<file path="config.mk">
export PLATFORM = sky130hd
export DESIGN_NAME = tmrpair_top
export DESIGN_NICKNAME = d
export VERILOG_FILES = /design/src/rtl/tmrpair_pkg.sv /design/src/rtl/tmrpair_ctrl.sv /design/src/rtl/tmrpair_dp.sv /design/src/rtl/tmrpair_top.sv
export SDC_FILE = /design/constraint.sdc
export NUM_CORES = 1
export LEC_CHECK = 0
export BUFFER_PORTS_ARGS = -buffer_cell sky130_fd_sc_hd__buf_2
export CORE_MARGIN = 2
export CORE_UTILIZATION = 54
export DETAILED_ROUTE_END_ITERATION = 12
export PLACE_DENSITY = 0.76
export REMOVE_ABC_BUFFERS = 1
export SKIP_LAST_GASP = 1
export SYNTH_ARGS = -nofsm -noshare
export SYNTH_HDL_FRONTEND = slang
export SYNTH_SLANG_ARGS = --single-unit
</file>
<file path="constraint.sdc">
create_clock -name clk -period 2.2 [get_ports clk]
set_input_delay 0.22 -clock clk [delete_from_list [all_inputs] [get_ports clk]]
set_output_delay 0.22 -clock clk [all_outputs]
set_load 0.01 [all_outputs]
</file>
<file path="src/rtl/tmrpair_pkg.sv">
package tmrpair_pkg;
  typedef struct packed {
    logic [1:0] load;      // per-timer start-value write
    logic [1:0] step;      // per-timer count enable for this cycle
    logic [1:0] periodic;  // per-timer reload select
    logic       buzzSw;    // software buzzer level
    logic       buzzMode;  // 1: timer-0 toggle drives buzzer
  } tmrStrobe_t;
endpackage

</file>
<file path="src/rtl/tmrpair_ctrl.sv">
module tmrpair_ctrl
  import tmrpair_pkg::*;
#(
  parameter int FAST_DIV = 64,
  parameter int SLOW_DIV = 256,
  parameter int DATA_W   = 16
) (
  input  logic              clk,
  input  logic              rst,
  input  logic              wrEn,
  input  logic [1:0]        wrAddr,
  input  logic [DATA_W-1:0] wrData,
  output tmrStrobe_t        strb
);
  localparam int FW = (FAST_DIV > 1) ? $clog2(FAST_DIV) : 1;
  localparam int SW = (SLOW_DIV > 1) ? $clog2(SLOW_DIV) : 1;
  localparam int CTRL_W = 6;

  logic [FW-1:0]     fastCnt;
  logic [SW-1:0]     slowCnt;
  logic              fastTick;
  logic              slowTick;
  logic [CTRL_W-1:0] ctrlReg;

  assign fastTick = (fastCnt == FW'(FAST_DIV - 1));
  assign slowTick = fastTick && (slowCnt == SW'(SLOW_DIV - 1));

  always_ff @(posedge clk) begin
    if (rst) begin
      fastCnt <= '0;
      slowCnt <= '0;
    end else begin
      fastCnt <= fastTick ? '0 : fastCnt + 1'b1;
      if (fastTick)
        slowCnt <= slowTick ? '0 : slowCnt + 1'b1;
    end
  end

  always_ff @(posedge clk) begin
    if (rst)
      ctrlReg <= '0;
    else if (wrEn && wrAddr == 2'd0)
      ctrlReg <= wrData[CTRL_W-1:0];
  end

  for (genvar i = 0; i < 2; i++) begin : g_tmr
    assign strb.periodic[i] = ctrlReg[2*i];
    assign strb.step[i]     = ctrlReg[2*i+1] ? fastTick : slowTick;
    assign strb.load[i]     = wrEn && (wrAddr == 2'(i + 1));
  end

  assign strb.buzzSw   = ctrlReg[4];
  assign strb.buzzMode = ctrlReg[5];
endmodule

</file>
<file path="src/rtl/tmrpair_dp.sv">
module tmrpair_dp
  import tmrpair_pkg::*;
#(
  parameter int CNT_W = 16
) (
  input  logic                  clk,
  input  logic                  rst,
  input  tmrStrobe_t            strb,
  input  logic [CNT_W-1:0]      wrData,
  output logic [1:0][CNT_W-1:0] cnt,
  output logic [1:0]            irq,
  output logic                  buzzer
);
  logic [CNT_W-1:0] cntQ   [2];
  logic [CNT_W-1:0] startQ [2];
  logic             irqQ   [2];
  logic [1:0]       under;
  logic             buzzTog;

  for (genvar i = 0; i < 2; i++) begin : g_ctr
    assign under[i] = strb.step[i] && !strb.load[i] && (cntQ[i] == '0);

    always_ff @(posedge clk) begin
      if (rst) begin
        cntQ[i]   <= '0;
        startQ[i] <= '0;
        irqQ[i]   <= 1'b0;
      end else begin
        irqQ[i] <= under[i];
        if (strb.load[i]) begin
          cntQ[i]   <= wrData;
          startQ[i] <= wrData;
        end else if (under[i]) begin
          cntQ[i] <= strb.periodic[i] ? startQ[i] : '1;
        end else if (strb.step[i]) begin
          cntQ[i] <= cntQ[i] - 1'b1;
        end
      end
    end

    assign cnt[i] = cntQ[i];
    assign irq[i] = irqQ[i];
  end

  always_ff @(posedge clk) begin
    if (rst)
      buzzTog <= 1'b0;
    else if (under[0])
      buzzTog <= ~buzzTog;
  end

  assign buzzer = strb.buzzMode ? buzzTog : strb.buzzSw;
endmodule

</file>
<file path="src/rtl/tmrpair_top.sv">
module tmrpair_top
  import tmrpair_pkg::*;
#(
  parameter int FAST_DIV = 64,
  parameter int SLOW_DIV = 256,
  parameter int CNT_W    = 16
) (
  input  logic             clk,
  input  logic             rst,
  input  logic             wrEn,
  input  logic [1:0]       wrAddr,
  input  logic [CNT_W-1:0] wrData,
  input  logic             rdSel,
  output logic [CNT_W-1:0] rdData,
  output logic [1:0]       irq,
  output logic             buzzer
);
  tmrStrobe_t            strb;
  logic [1:0][CNT_W-1:0] cnt;

  tmrpair_ctrl #(.FAST_DIV(FAST_DIV), .SLOW_DIV(SLOW_DIV), .DATA_W(CNT_W)) u_ctrl (
    .clk(clk), .rst(rst), .wrEn(wrEn), .wrAddr(wrAddr), .wrData(wrData), .strb(strb)
  );

  tmrpair_dp #(.CNT_W(CNT_W)) u_dp (
    .clk(clk), .rst(rst), .strb(strb), .wrData(wrData),
    .cnt(cnt), .irq(irq), .buzzer(buzzer)
  );

  assign rdData = cnt[rdSel];
endmodule

</file>
# ---- After elaboration in Yosys (flattened, before gate mapping)
# Memory sizes are Yosys's and may differ from the RTL's.
# Cells that the tools add are included.
dict set report word_totals {
  wordCells 86
  register_bits 21
  memories 3
  output_inout_bits 19
  ram_bits 66
  input_bits 22
}
# name words word_bits read_ports rd_clocked_by_memory_dff wr line
set mem_list {}
lappend mem_list {u_dp.cntQ 2 16 2 0 2 tmrpair_dp.sv:14} ;# logic [CNT_W-1:0] cntQ [2];
lappend mem_list {u_dp.startQ 2 16 2 0 2 tmrpair_dp.sv:15} ;# logic [CNT_W-1:0] startQ [2];
lappend mem_list {u_dp.irqQ 2 1 2 0 2 tmrpair_dp.sv:16} ;# logic irqQ [2];
dict set report op_classes {
  order_cmp 1
  bitwise_logic 11
  muxes 45
  n_eq_ne 4
  n_reduce_logical 14
  n_addsub 4
}
# cell n
set op_table {}
lappend op_table {{$mux 16} 12}
lappend op_table {{$logic_not 16->1} 2}
lappend op_table {{$mux 1} 32}
lappend op_table {{$sub 16x1->16 const B} 2}
lappend op_table {{$or 1x1->1} 10}
lappend op_table {{$add 8x1->8 const B} 1}
lappend op_table {{$eq 8x8->1 const B} 1}
lappend op_table {{$logic_and 1x1->1} 8}
lappend op_table {{$mux 8} 1}
lappend op_table {{$add 6x1->6 const B} 1}
lappend op_table {{$eq 6x6->1 const B} 1}
lappend op_table {{$eq 2x1->1 const B} 1}
lappend op_table {{$eq 2x2->1 const B} 1}
lappend op_table {{$logic_not 1->1} 2}
lappend op_table {{$logic_not 2->1} 1}
lappend op_table {{$lt 1x2->1 const B} 1}
lappend op_table {{$reduce_or 2->1} 1}
lappend op_table {{$not 1->1} 1}

# ---- Longest topological paths before layout
dict set report logic_depth {
  ltp_word 11
  depth_mapped 8
  mapped_depth_nobuf 7
}

# ---- Cells and area by module
# A second synthesis with hierarchy kept.
dict set report hier_totals {
  cells_unflattened 457
  hier_area_um2 4864.7
}
# module area_each_um2 cells_per_inst n_inst
set by_module_without_submodules {}
lappend by_module_without_submodules {tmrpair_dp 3686.0 340 1}
lappend by_module_without_submodules {tmrpair_ctrl 929.6 99 1}
lappend by_module_without_submodules {tmrpair_top 249.0 18 1}

# ---- Least setup slack after synthesis
# Ideal clock, no wire load.
dict set report synth_timing {
  path_type {register to register}
  startpoint {mem u_dp.cntQ[0][0]}
  endpoint {mem u_dp.cntQ[0][13] (data pin)}
  setup_time_ns 0.265
  t_required_ns 1.935
  arrival_time_ns 1.945
  stages_incl_launch_ff 9
  setup_slack_ns -0.011
  synth_period_minus_slack_ns 2.211
  path_cell_list {edfxtp_1 -> inv_1 -> ha_1 -> or3b_2 -> nor3_1 -> nand3_1 -> clkbuf_1 -> o21ai_0 -> a22oi_1}
}
# element line
set synth_rtl {}
lappend synth_rtl {{from (decl)} tmrpair_dp.sv:14}

==> metrics.cfg <==
[grt]
grtUsageTotal = 0.268
antenna_found_initial = 0
overflow = 0
grt_pass1_vias = 3632
grt_max_degree = 19
grt_pass1_wl_um = 18400

[timing]
setup_slack_ns = -0.0794
maxSlewHeadroom = 0.405
setup_tns_ns = -0.0794
slew_viol_final = 0
period_share = 1.04
tightest_slew_ns = 0.889
max_freq_mhz = 439
grt_setup_unrepaired = yes
skew_ns = 0.0120
setup_viol = 1
hold_viol_final = 0
period_minus_slack_ns = 2.28
holdWs_ns = 0.128

[job]
cap_violations = 0

[detailed_routing]
via_per_inst = 5.92
antenna_left = 0
drt-met1-wl_um = 5060
wl_met3_um = 800
vias = 3759
first_pass_iters = 5
dr.first_iter.drc_count = 319
wl_met2_um = 5720
wl_per_cell_um = 18.6
drcViolationCount = 0
highest_layer = met4
routed_wl_um = 11800

[synthesis]
synth_edf_count = 64
async_flop_share = 0
synth.area.top_cells = edfxtp_1, dfxtp_1, mux2_2, xnor2_1, nand2_1
synth_top_area_share = 0.424
netlist_instances = 429
synth-seq-area-share = 0.526
synth_seq_cells = 87
yosysTopAreaCell = edfxtp_1
synth_area_mm2 = 0.00453
synthFlopType = edfxtp_1
yosysWarningCount = 0
syn_area_per_cell_um2 = 10.6
synth_cell_types = 51

[cells_and_area]
drive_above_1_share = 0.308
fin_nets = 551
syn_to_final_growth_pct = 24.5
diodes = 0
design_area_mm2 = 0.00564

[floorplanning]
core_mm2 = 0.00818
dieWidth_um = 95.6
fp-row-count = 33
die_h_um = 95.6
dieArea_mm2 = 0.00914
initial_core_util = 0.554
io_pins = 41

[clocking]
cts.sinks = 87
clk_pin_slew_ns = 0.09
cts_tree = done
cts_buffer_depth = 2
clock_latency_ns = 0.37
cts-hold-fix-buffers = 0
htree_levels = 3
cts_buffers = 9
root_buffer = clkbuf_8

[worst_hold_path]
min_path_type = input port to register
whs_path_depth = 2
worstHoldStart = rst
hold_end = u_ctrl.ctrlReg[5]

[power_and_ir_drop]
sequentialPowerShare = 0.527
power.leakage_nw = 2.31
p_per_area_mw_per_mm2 = 646
irDropWorstVdd_v = 0.000603
swShare = 0.247
switching_power_uw = 901
clkPwrFrac = 0.356
comb_power_share = 0.117
internal-power_mw = 2.74

[run_status]
status = finished, violations left
failed_checks = setup timing

[critical_path]
cp.required_ns = 2.32
slowest_stage = or4_4
crit_path_frequent_cell = or4_4
worst-path-buf-inv = 0
cp-end-kind = register
reg2reg_depth = 5
r2r-end = u_dp.cntQ[0][11]
rrSetupSlack_ns = -0.08
start_kind = register
path_cells = or4_4 -> or2_4 -> or4_4 -> xor2_2 -> a22oi_2
critPathMaxFanout = 4
cp_slowest_stage_delay_ns = 0.56
path_class = register to register
critPathTopFamily = simple AND/OR/NAND/NOR gates
timing.rr.start = u_dp.cntQ[0][1]
arrival_ns = 2.40

[place]
dpl.hpwl_um = 8240
gp_congestion = 0.899
placed_cell_area_mm2 = 0.00518
io_buffer_count = 40

## cell families (layout without fill, tap and decap cells)
| logic type | after synthesis | in the layout | share of synthesized area |
|---|---|---|---|
| buffers and inverters | 42 | 143 | 0.0373 |
| and+or+nand+nor | 161 | 161 | 0.196 |
| adders and majority gates | 4 | 4 | 0.0111 |
| DFF | 87 | 87 | 0.526 |
| muxes | 23 | 23 | 0.0550 |
| AOI/OAI and AO/OA | 81 | 81 | 0.115 |
| xor gates and xnor gates | 31 | 31 | 0.0599 |
## worst max path at each step
stage                       end  slack, ns  depth (start not counted)            start
2_1_floorplan   u_dp.cntQ[0][3]      -0.05                          5             wrEn
3_3_place_gp    u_dp.cntQ[0][1]       0.01                          7  u_dp.cntQ[0][1]
3_5_place_dp   u_dp.cntQ[0][11]      -0.12                          8  u_dp.cntQ[0][1]
4_1_cts        u_dp.cntQ[0][11]     -0.005                          5  u_dp.cntQ[0][3]
5_1_grt        u_dp.cntQ[0][11]      -0.10                          5  u_dp.cntQ[0][1]
6_report       u_dp.cntQ[0][11]      -0.08                          5  u_dp.cntQ[0][1]
## Yosys cell counts, types with 2 or more instances
master and instances:
a211o_1 3, a21o_1 3, a21oi_1 13, a22oi_1 15
a32oi_1 3, and2_1 16, and3_1 3, and4_1 2
buf_2 3, buf_4 2, clkbuf_1 11, dfxtp_1 23
edfxtp_1 64, ha_1 4, inv_1 25, mux2_2 15
mux2i_1 8, nand2_1 39, nand2b_1 7, nand3_1 8
nand3b_1 2, nand4_1 6, nor2_1 31, nor3_1 13
nor3b_1 3, nor4_1 6, nor4b_1 5, o211ai_1 5
o21ai_0 25, o21bai_1 5, o31ai_1 5, or2_1 2
or3_1 2, or4_1 6, xnor2_1 18, xor2_1 13
## what timing repair did
item,4_1_cts,5_1_grt
gates resized for setup,14,23
pin swaps,1,3
endpoints found under the setup margin,17,47
setup buffers,1,10
## metal layers
layer / vias up / global-route usage
li1: 1757 / -
met1: 1826 / 0.367
met2: 148 / 0.429
met3: 28 / 0.0514
met4: 0 / 0.0905
met5: - / 0
## cells in the final DEF (no fill, tap or decap), types with 7 or more instances in the layout
cell type | netlist | layout
mux2_2 | 15 | 15
nand2b_1 | 7 | 7
clkbuf_8 | 0 | 9
o21ai_0 | 25 | 18
xor2_1 | 13 | 12
xnor2_1 | 18 | 18
edfxtp_1 | 64 | 64
nand2_1 | 39 | 39
buf_4 | 2 | 60
buf_2 | 3 | 40
nor3_1 | 13 | 10
inv_1 | 25 | 25
and2_1 | 16 | 14
mux2i_1 | 8 | 8
a21oi_1 | 13 | 13
nor2_1 | 31 | 31
dfxtp_1 | 23 | 22
a22oi_1 | 15 | 14
o21ai_1 | 0 | 7
## layout make-up
cell class / instances / area [um2]
repair buffers: 102 / 682
clock inverters: 2 / 11.3
well taps: 105 / 131
fillers: 587 / 2540
flip-flops and latches: 87 / 2380
multi-input cells: 300 / 2110
inverters: 25 / 93.8
clock buffers: 14 / 229
## metrics by stage
step | utilization | power, mW | instances | setup WS (ns)
finish | 0.690 | 3.64 | 635 | -0.0794
global route | 0.690 | 3.74 | 635 | -0.103
CTS | 0.671 | 3.61 | 625 | -0.00479
detailed placement | 0.634 | 2.33 | 608 | -0.117
global placement | 0.634 | 2.32 | 608 | 0.0129
floorplan | - | 2.13 | 412 | -0.0461
## worst reg2reg max path, cell delays in order (launching register included)
cell,delay [ns]
edfxtp_1,0.43
or4_4,0.56
or2_4,0.29
or4_4,0.45
xor2_2,0.22
a22oi_2,0.08
## power groups by stage
stage / clock [mW] / combinational [mW] / sequential, mW
after floorplan: 0 / 0.189 / 1.94
after global placement: 0 / 0.376 / 1.94
after detailed placement: 0 / 0.383 / 1.95
after CTS: 1.30 / 0.393 / 1.92
after global routing: 1.35 / 0.459 / 1.93
final: 1.30 / 0.426 / 1.92
## flip-flops by register name (all words and copies together) (netlist names)
register	cells
u_dp.cntQ	32
u_dp.startQ	32
u_ctrl.slowCnt	8
u_ctrl.ctrlReg	6
u_ctrl.fastCnt	6
u_dp.irqQ	2
u_dp.buzzTog	1
No activity file was read; power rests on OpenSTA's default activity.
